[src/rtl/pfq_pkg.sv]
package pfq_pkg;
    localparam int unsigned PFQ_LANES  = 4;
    localparam int unsigned PFQ_LANE_W = 8;
endpackage

[src/rtl/pfq_rows.sv]
module pfq_rows #(
    parameter int unsigned ROWS   = 4,
    parameter int unsigned LANES  = pfq_pkg::PFQ_LANES,
    parameter int unsigned LANE_W = pfq_pkg::PFQ_LANE_W,
    localparam int unsigned ROW_W  = $clog2(ROWS),
    localparam int unsigned LI_W   = $clog2(LANES),
    localparam int unsigned IDX_W  = ROW_W + LI_W,
    localparam int unsigned WORD_W = LANES * LANE_W
) (
    input  logic              clk,
    input  logic              wr_en,
    input  logic [ROW_W-1:0]  wr_row,
    input  logic [WORD_W-1:0] wr_word,
    input  logic [IDX_W-1:0]  rd_idx,
    output logic [LANE_W-1:0] rd_lane
);
    logic [WORD_W-1:0] row_q [ROWS];
    logic [ROW_W-1:0]  sel_row;
    logic [LI_W-1:0]   sel_lane;

    for (genvar r = 0; r < ROWS; r++) begin : g_row
        always_ff @(posedge clk) begin
            if (wr_en && (wr_row == ROW_W'(r))) begin
                row_q[r] <= wr_word;
            end
        end
    end

    assign sel_row  = rd_idx[IDX_W-1:LI_W];
    assign sel_lane = rd_idx[LI_W-1:0];

    always_comb begin
        rd_lane = '0;
        for (int l = 0; l < LANES; l++) begin
            if (sel_lane == LI_W'(l)) begin
                rd_lane = row_q[sel_row][l*LANE_W +: LANE_W];
            end
        end
    end
endmodule

[src/rtl/pfq_limit_cmp.sv]
module pfq_limit_cmp #(
    parameter int unsigned ADDR_W = 32,
    parameter int unsigned LI_W   = 2,
    localparam int unsigned HI_W  = ADDR_W - LI_W
) (
    input  logic [HI_W-1:0]   ptr_hi,
    input  logic [ADDR_W-1:0] limit,
    output logic              at_limit
);
    assign at_limit = (ptr_hi == limit[ADDR_W-1:LI_W]);
endmodule

[src/rtl/pfq_top.sv]
module pfq_top #(
    parameter int unsigned ADDR_W  = 32,
    parameter int unsigned ROWS    = 4,
    parameter int unsigned MAX_OUT = 2,
    parameter logic [ADDR_W-1:0] RESET_ADDR = '0,
    localparam int unsigned LANES  = pfq_pkg::PFQ_LANES,
    localparam int unsigned LANE_W = pfq_pkg::PFQ_LANE_W,
    localparam int unsigned WORD_W = LANES * LANE_W,
    localparam int unsigned LI_W   = $clog2(LANES),
    localparam int unsigned CAP    = ROWS * LANES,
    localparam int unsigned ROW_W  = $clog2(ROWS),
    localparam int unsigned IDX_W  = ROW_W + LI_W,
    localparam int unsigned CNT_W  = $clog2(CAP + 1),
    localparam int unsigned OUT_W  = $clog2(MAX_OUT + 1),
    localparam int unsigned HI_W   = ADDR_W - LI_W,
    localparam int unsigned RES_W  = CNT_W + OUT_W + LI_W + 2
) (
    input  logic              clk,
    input  logic              rst_n,
    input  logic [ADDR_W-1:0] seg_limit,
    input  logic              redirect_valid,
    input  logic [ADDR_W-1:0] redirect_addr,
    output logic              req_valid,
    input  logic              req_ready,
    output logic [ADDR_W-1:0] req_addr,
    input  logic              rsp_valid,
    input  logic [WORD_W-1:0] rsp_data,
    output logic              byte_valid,
    output logic [LANE_W-1:0] byte_data,
    input  logic              byte_take,
    output logic [ADDR_W-1:0] ip_out
);
    typedef struct packed {
        logic [HI_W-1:0]  fptr;
        logic [IDX_W-1:0] head;
        logic [ROW_W-1:0] wrow;
        logic [CNT_W-1:0] cnt;
        logic [LI_W-1:0]  skip;
        logic [OUT_W-1:0] live;
        logic [OUT_W-1:0] drop;
    } pfq_st_t;

    pfq_st_t st_d, st_q;

    logic             at_limit;
    logic             take_ok;
    logic             rsp_keep;
    logic             fire;
    logic             wr_en;
    logic             can_req;
    logic [RES_W-1:0] resv;
    logic [OUT_W:0]   inflight;

    pfq_limit_cmp #(.ADDR_W(ADDR_W), .LI_W(LI_W)) u_lim (
        .ptr_hi   (st_q.fptr),
        .limit    (seg_limit),
        .at_limit (at_limit)
    );

    pfq_rows #(.ROWS(ROWS), .LANES(LANES), .LANE_W(LANE_W)) u_rows (
        .clk     (clk),
        .wr_en   (wr_en),
        .wr_row  (st_q.wrow),
        .wr_word (rsp_data),
        .rd_idx  (st_q.head),
        .rd_lane (byte_data)
    );

    // space claimed in the ring: held bytes, skipped lead bytes, words owed
    assign resv = RES_W'(st_q.cnt) + RES_W'(st_q.skip)
                + RES_W'(st_q.live) * RES_W'(LANES);
    assign inflight = (OUT_W+1)'(st_q.live) + (OUT_W+1)'(st_q.drop);
    assign can_req  = !at_limit
                   && (inflight < (OUT_W+1)'(MAX_OUT))
                   && ((resv + RES_W'(LANES)) <= RES_W'(CAP));

    assign req_valid  = can_req && !redirect_valid;
    assign req_addr   = {st_q.fptr, {LI_W{1'b0}}};
    assign fire       = req_valid && req_ready;
    assign take_ok    = byte_take && (st_q.cnt != '0);
    assign rsp_keep   = rsp_valid && (st_q.drop == '0);
    assign byte_valid = (st_q.cnt != '0);
    assign ip_out     = req_addr - ADDR_W'(st_q.cnt)
                      - ADDR_W'(st_q.live) * ADDR_W'(LANES)
                      + ADDR_W'(st_q.skip);

    always_comb begin
        st_d  = st_q;
        wr_en = 1'b0;
        if (redirect_valid) begin
            st_d.fptr = redirect_addr[ADDR_W-1:LI_W];
            st_d.head = IDX_W'(redirect_addr[LI_W-1:0]);
            st_d.skip = redirect_addr[LI_W-1:0];
            st_d.wrow = '0;
            st_d.cnt  = '0;
            st_d.live = '0;
            st_d.drop = OUT_W'(inflight - (OUT_W+1)'(rsp_valid));
        end else begin
            if (fire) begin
                st_d.fptr = st_q.fptr + HI_W'(1);
            end
            if (rsp_valid) begin
                if (st_q.drop != '0) begin
                    st_d.drop = st_q.drop - OUT_W'(1);
                end else begin
                    wr_en     = 1'b1;
                    st_d.wrow = st_q.wrow + ROW_W'(1);
                    st_d.cnt  = st_q.cnt + CNT_W'(LANES) - CNT_W'(st_q.skip);
                    st_d.skip = '0;
                end
            end
            st_d.live = st_q.live + OUT_W'(fire) - OUT_W'(rsp_keep);
            if (take_ok) begin
                st_d.head = st_q.head + IDX_W'(1);
                st_d.cnt  = st_d.cnt - CNT_W'(1);
            end
        end
    end

    always_ff @(posedge clk) begin
        if (!rst_n) begin
            st_q.fptr <= RESET_ADDR[ADDR_W-1:LI_W];
            st_q.head <= IDX_W'(RESET_ADDR[LI_W-1:0]);
            st_q.skip <= RESET_ADDR[LI_W-1:0];
            st_q.wrow <= '0;
            st_q.cnt  <= '0;
            st_q.live <= '0;
            st_q.drop <= '0;
        end else begin
            st_q <= st_d;
        end
    end
endmodule

[config.mk]
export PLATFORM = sky130hd
export DESIGN_NAME = pfq_top
export DESIGN_NICKNAME = d
export VERILOG_FILES = /design/src/rtl/pfq_pkg.sv /design/src/rtl/pfq_rows.sv /design/src/rtl/pfq_limit_cmp.sv /design/src/rtl/pfq_top.sv
export SDC_FILE = /design/constraint.sdc
export NUM_CORES = 1
export LEC_CHECK = 0
export BUFFER_PORTS_ARGS = -buffer_cell sky130_fd_sc_hd__buf_2
export CAP_MARGIN = 30
export CORE_MARGIN = 2
export CORE_UTILIZATION = 51
export CTS_CLUSTER_DIAMETER = 150
export DETAILED_ROUTE_END_ITERATION = 16
export GPL_TIMING_DRIVEN = 0
export PLACE_DENSITY_LB_ADDON = 0.1
export SLEW_MARGIN = 25
export SYNTH_ARGS = -nofsm -noshare
export SYNTH_HDL_FRONTEND = slang
export SYNTH_SLANG_ARGS = --single-unit
[constraint.sdc]
create_clock -name clk -period 5.05 [get_ports clk]
set_input_delay 0.2525 -clock clk [delete_from_list [all_inputs] [get_ports clk]]
set_output_delay 0.2525 -clock clk [all_outputs]
set_load 0.03 [all_outputs]
==> results.md, run 1 <==
- Arr. time, crit path: around 4.7 ns
- Die height: approximately 140 µm
- Largest net degree at the start of global routing: 23
- Drt pass-1 iters: 5
- Share of layout cells above drive strength 1: 0.282
- GPL Wtd Cong: 0.894
- Final Hold Fails: 0
- Commonest cells after routing, fill and taps aside: buf_2 (180), edfxtp_1 (128), nand2_1 (57)
- Synthesized area per cell: 11.3 µm²
- Fmax: between 200 and 250 MHz
- Vias per inst: 5.74
- Power density over the cells: ~340 mW/mm²
- Pleak: 4.53 nW
- Htree depth: 4
- Routing usage on met1: 0.325
- Synthesized flop and latch total: 177
- Reg clk slew, reported paths: around 0.07 ns
- Synth Warn #: 0
- RSZ-0062 raised after global routing: no
- Worst slack at placement: ~0.74 ns
- Post-route DRC: 0
- CP max stage delay: 0.56 ns
- GR Util All Layers: 0.252
- Sequential area share after synthesis: 0.500
- Post-DP HPWL: 18,500 µm
- Distinct cells, synth: 62
- Critical Path End Type: register
- Initial antenna violation count: 1
- Post-CTS sizing: 0
- 1st-iter DRT viols: 697
- Buffers on Ports: 170
- Crit Path Max Fanout: 10
- Remaining global-route overflow: 0
- DR WL/cell: ~20 µm
- CP dominant cell by count: inv_1
- Crit path kind: reg -> reg
- Worst EP required: roughly 5.4 ns
- Setup tns final: 0 ns
- Final worst-path cycle share: 0.870
- Mapped Cells: 850
- Sink Count: between 150 and 200
- Core Box Area: about 0.019 mm²
- Die Width: 142 µm
- Commonest non-fill, non-tap cell in the layout: buf_2
- Clock root buffer: clkbuf_16
- CP Cell Sequence: inv_1 > ha_1 > inv_1 > ha_1 > inv_1 > fa_1 > and3b_1 > a31oi_1 > o2bb2ai_1 > o211ai_2 > nor2_1 > inv_1 > buf_2 > ha_1 > inv_1 > ha_1 > xor2_1 > xnor2_1 > nor2_1
- Post-synth EDFFs: ~130
- Final WS setup: roughly 0.66 ns
- Final Max Tran Viols: 0
- Critical path launch point type: register
- Slew margin rel.: 0.415
- WL final: ~25,000 µm
- Global routing's busiest layer: met2
- Skew-Pair Late Insertion Delay: roughly 0.43 ns
- Clock Tree Buf Depth: 2
- Min Clock Period, post-route: 4.39 ns
- Max-Cap Viols: 0
- Met3 global-route usage: 0.0476
- Post-CTS Setup Inserts: 0
- TritonCTS clock tree: built
- Initial core utilization: 0.517
- Post-route ant nets: 0
- # setup viols final: 0
- Area Overhead vs Synth: 19.1%
- M2 GR Usage: 0.436
- Ys async rst share: 0
- Hold Crit Class: in -> reg
- Cell Area, Synth: 0.00964 mm²
- Worst hold slack: ~0.035 ns
- Slowest-stage cell, CP: dfxtp_1
- Hold buffers post-CTS: 0
- Max Clock Skew: roughly 0.0097 ns
- Die ar.: 0.0200 mm²
- First-pass GRT wire length: a little under 40,000 µm
- # rows: 50
- I/O pins: ~180
- Layout Utilization: 0.616
- Via Count: approximately 7,400
- CTS Buf Count: 17
- Nets: 1,190
- Run status: completed
- Ys flop type: edfxtp_1
- Peak VDD IR: between 0.3 and 0.4 mV
- Slew @ Worst Pin: about 0.87 ns
- Vias in the first global route: 7,164
worst paths after layout:
| path | cells after the start | slack [ns] | start | to |
|---|---|---|---|---|
| worst max-delay path | 19 | 0.66 | st_q[5] | st_q[3] |
| worst min-delay path | 1 | 0.04 | rsp_data[5] | u_rows.row_q[1][5] |
| worst max register to register | 19 | 0.66 | st_q[5] | st_q[3] |
| worst min register to register | 2 | 0.50 | st_q[12] | st_q[12] |
metal layers:
metal,up-vias,wire length (µm)
met4,0,419
met3,33,1950
met5,-,0
met2,365,12700
met1,3554,10300
li1,3477,-
cell usage after synthesis, types with 17 or more instances:
master    instances  area, µm²
xor2_1           51        447
a21oi_1          29        145
nand2_1          57        214
and3_1           20        125
edfxtp_1        128       3840
o21ai_0          32        160
nor3_1           25        125
clkbuf_1         47        176
dfxtp_1          49        981
ha_1             37        463
nand4_1          17        106
xnor2_1          22        193
nand3_1          34        170
buf_4            32        240
nor2_1           46        173
inv_1            37        139
mux4_2           32        721
final cells by class:
type                       count  area (µm²)
fill                        1570        7160
sequential                   177        4820
multi-input combinational    540        4180
timing repair buffer         175         965
buffer                        95         504
clock buffer                  17         425
tap                          234         293
inverter                      39         146
clock inverter                15         138
antenna                        2        5.00
worst max-delay path, delay by kind of cell, from the launching register on:
| family | cells | cell delay, ns |
|---|---|---|
| adder cells (fa/ha/maj) | 5 | 1.43 |
| buffers and inverters | 6 | 0.74 |
| AND/OR/NAND/NOR | 3 | 0.67 |
| AO/OA/AOI/OAI | 3 | 0.58 |
| flip-flops | 1 | 0.56 |
| XOR/XNOR | 2 | 0.28 |
stage by stage:
stage	std cells	instance area, µm²	total power (W)
floorplan	851	9650	0.00240
global placement	1255	10800	0.00271
detailed placement	1259	10900	0.00272
CTS	1291	11500	0.00397
global route	1292	11500	0.00411
finish	1294	11500	0.00395
power by group:
group | leakage [nW] | internal [W] | total (W) | switching [W]
Clock | 0.266 | 0.000652 | 0.00126 | 0.000608
Combinational | 2.70 | 0.000358 | 0.00104 | 0.000683
Sequential | 1.56 | 0.00161 | 0.00165 | 0.0000431
cells by family (layout without fill, tap and decap cells):
group	count (synthesis)	after routing	share of synthesized area
AOI/OAI and AO/OA	127	127	0.0852
xor gates and xnor gates	73	73	0.0663
adders and majority gates	43	43	0.0605
buffers and inverters	134	341	0.0675
DFF	177	177	0.500
muxes	34	34	0.0768
other	1	4	0.000389
and+or+nand+nor	261	261	0.143
state kept, by name, indices dropped and copies added (netlist names), named ones only:
| name | count |
|---|---|
| req_addr | 30 |
| st_q | 17 |
| u_rows.row_q | 128 |
(Power assumes the default switching activity.)
==> inputs of run 2 (changes only) <==
==> constraint.sdc (replaced) <==
create_clock -name clk -period 4.5 [get_ports clk]
set_input_delay 0.225 -clock clk [delete_from_list [all_inputs] [get_ports clk]]
set_output_delay 0.225 -clock clk [all_outputs]
set_load 0.03 [all_outputs]
==> run 2 against run 1 <==
Hold slack got worse by 0.027 ns. Wire length is 0.21% higher. Fmax is 3.7% higher. Non-clock buffer count is 2 higher. Via count up 0.23%. First-iteration DRC count down 6.3%. Utilization grew 0.11 points. Critical path depth did not move. Critical path type unchanged.
==> results.md, run 2 (same netlist as run 1, synthesis figures left out) <==
- Run status: completed (unchanged)
- Slew margin rel.: 0.395 (was 0.415)
- Switching Fraction: 0.338 (about the same)
- Hold Crit Class: in -> reg (unchanged)
- Fmax: 236 MHz (was 228 MHz)
- Setup tns final: 0 ns (unchanged)
- Slew @ Worst Pin: 0.900 ns (was 0.869 ns)
- Sink Count: 177 (unchanged)
- 1st-iter DRT viols: 653 (was 697)
- Vias in the first global route: 7,172 (was 7,164)
- Nets: 1,192 (was 1,190)
- Fraction of power consumed by sequential logic: 0.418 (about the same)
- Post-route ant nets: 0 (unchanged)
- Reg clk slew, reported paths: 0.07 ns (about the same)
- Area taken by multi-input logic gates: 0.00419 mm² (was 0.00418 mm²)
- Initial antenna violation count: 1 (unchanged)
- TritonCTS clock tree: built (unchanged)
- WL final: 25,400 µm (was 25,300 µm)
- Slowest-stage cell, CP: dfxtp_1 (unchanged)
- Clock share of power: 0.318 (was 0.319)
- Crit path buf inv count: 6 (unchanged)
- Clock Tree Buf Depth: 2 (unchanged)
- Initial core utilization: 0.517 (unchanged)
- Largest Register: u_rows.row_q (unchanged)
- CTS Buf Count: 17 (unchanged)
- Pint: 0.00294 W (was 0.00262 W)
- GR Util All Layers: 0.252 (about the same)
- Pleak: 4.54 nW (was 4.53 nW)
- Design area: 0.0115 mm² (about the same)
- Comb pwr share: 0.264 (was 0.263)
- Crit Path Max Fanout: 10 (unchanged)
- Worst hold slack: 0.00789 ns (was 0.0351 ns)
- Final worst-path cycle share: 0.941 (was 0.870)
- Post-CTS Setup Inserts: 0 (unchanged)
- # rows: 50 (unchanged)
- Clock root buffer: clkbuf_16 (unchanged)
- Worst EP required: 4.82 ns (was 5.36 ns)
- Commonest non-fill, non-tap cell in the layout: buf_2 (unchanged)
- Die Width: 142 µm (unchanged)
- CP top delay family: adder cells (unchanged)
- Final Max Tran Viols: 0 (unchanged)
- Htree depth: 4 (unchanged)
- I/O pins: 176 (unchanged)
- CP dominant cell by count: inv_1 (unchanged)
- Via Count: 7,446 (was 7,429)
- First-pass GRT wire length: 38,600 µm (was 38,500 µm)
- Drt pass-1 iters: 5 (unchanged)
- Area Overhead vs Synth: 19.3% (was 19.1%)
- Final Hold Fails: 0 (unchanged)
- Max-Cap Viols: 0 (unchanged)
- Skew-Pair Late Insertion Delay: 0.44 ns (was 0.43 ns)
- Die height: 142 µm (unchanged)
- Critical path launch point type: register (unchanged)
- Psw: 0.00150 W (was 0.00133 W)
- Buffers on Ports: 170 (unchanged)
- Fillers: 1,569 (was 1,570)
- Share of layout cells above drive strength 1: 0.282 (about the same)
- # setup viols final: 0 (unchanged)
- CP max stage delay: 0.56 ns (about the same)
- Critical Path End Type: register (unchanged)
- Die ar.: 0.0200 mm² (unchanged)
- Register area: 0.00482 mm² (unchanged)
- Post-route DRC: 0 (unchanged)
- Post-DP HPWL: 18,500 µm (unchanged)
- RSZ-0062 raised after global routing: no (unchanged)
- Remaining global-route overflow: 0 (unchanged)
- Max Clock Skew: 0.0103 ns (was 0.00965 ns)
- Number of flip-flops in the largest register: 128 (unchanged)
- Vias per inst: 5.75 (was 5.74)
- Peak VDD IR: 0.354 mV (was 0.313 mV)
- Commonest cells after routing, fill and taps aside: buf_2 (180), edfxtp_1 (128), nand2_1 (57) (unchanged)
- Placed inst area: 0.0109 mm² (unchanged)
- Arr. time, crit path: 4.55 ns (was 4.71 ns)
- DR WL/cell: 19.6 µm (about the same)
- CP Cell Sequence: inv_1 > ha_1 > inv_1 > ha_1 > inv_1 > fa_1 > and3b_1 > a31oi_1 > o2bb2ai_1 > o211ai_2 > nor2_2 > inv_1 > buf_2 > ha_1 > inv_1 > ha_1 > xor2_1 > xnor2_1 > nor2_1 (was inv_1 > ha_1 > inv_1 > ha_1 > inv_1 > fa_1 > and3b_1 > a31oi_1 > o2bb2ai_1 > o211ai_2 > nor2_1 > inv_1 > buf_2 > ha_1 > inv_1 > ha_1 > xor2_1 > xnor2_1 > nor2_1)
- Crit path kind: reg -> reg (unchanged)
- Core Box Area: 0.0186 mm² (unchanged)
- Largest net degree at the start of global routing: 23 (unchanged)
- GPL Wtd Cong: 0.894 (unchanged)
- Power density over the cells: 386 mW/mm² (was 344 mW/mm²)
- Min Clock Period, post-route: 4.23 ns (was 4.39 ns)
-- run 2: changes by cell type in the layout (fill, tap and decap cells not counted) --
cell / change
dlygate4sd3_1: +2
diode_2: -1
nor2_2: +1
nor2_1: -1
-- run 2: per-stage QoR --
step           instances  setup slack, ns  utilization  power, W
6_report            1295            0.265        0.617   0.00444
5_1_grt             1294          0.00436        0.617   0.00461
4_1_cts             1293            0.142        0.616   0.00445
2_1_floorplan        851            0.902            -   0.00269
3_5_place_dp        1259            0.186        0.585   0.00305
3_3_place_gp        1255            0.176        0.579   0.00304
-- run 2: final timing paths --
path | start | to | slack [ns] | cells after the start
setup / recovery | st_q[5] | st_q[3] | 0.27 | 19
hold / removal | rsp_data[14] | u_rows.row_q[2][14] | 0.008 | 1
setup reg to reg | st_q[5] | st_q[3] | 0.27 | 19
hold reg to reg | st_q[12] | st_q[12] | 0.50 | 2
-- run 2: layer usage --
metal  up-vias  share of wire  GRT usage
met5         -              0          0
met4         0          0.019     0.0726
met3        39          0.077     0.0472
met2       348           0.50      0.437
met1      3570           0.41      0.325
li1       3489              -          -
-- run 2: what timing repair did --
| action | CTS | global route |
|---|---|---|
| hold buffers | 2 | 0 |
| gates resized for setup | 0 | 1 |
| setup endpoints to repair | 0 | 2 |
| endpoints found under the hold margin | 6 | 0 |
-- run 2: cell type report --
class | count | area share
Clock inverter | 15 | 0.0120
Multi-Input combinational cell | 540 | 0.364
Timing Repair Buffer | 177 | 0.0856
Tap cell | 234 | 0.0255
Buffer | 95 | 0.0438
Inverter | 39 | 0.0127
Sequential cell | 177 | 0.419
Clock buffer | 17 | 0.0370
Antenna cell | 1 | 0.000218
-- run 2: power by group through the flow --
stage / clock network (W) / logic [W] / registers (W)
global placement: 0 / 0.00115 / 0.00189
global route: 0.00149 / 0.00126 / 0.00186
finish: 0.00141 / 0.00117 / 0.00185
detailed placement: 0 / 0.00116 / 0.00189
floorplan: 0 / 0.000816 / 0.00187
CTS: 0.00143 / 0.00117 / 0.00185
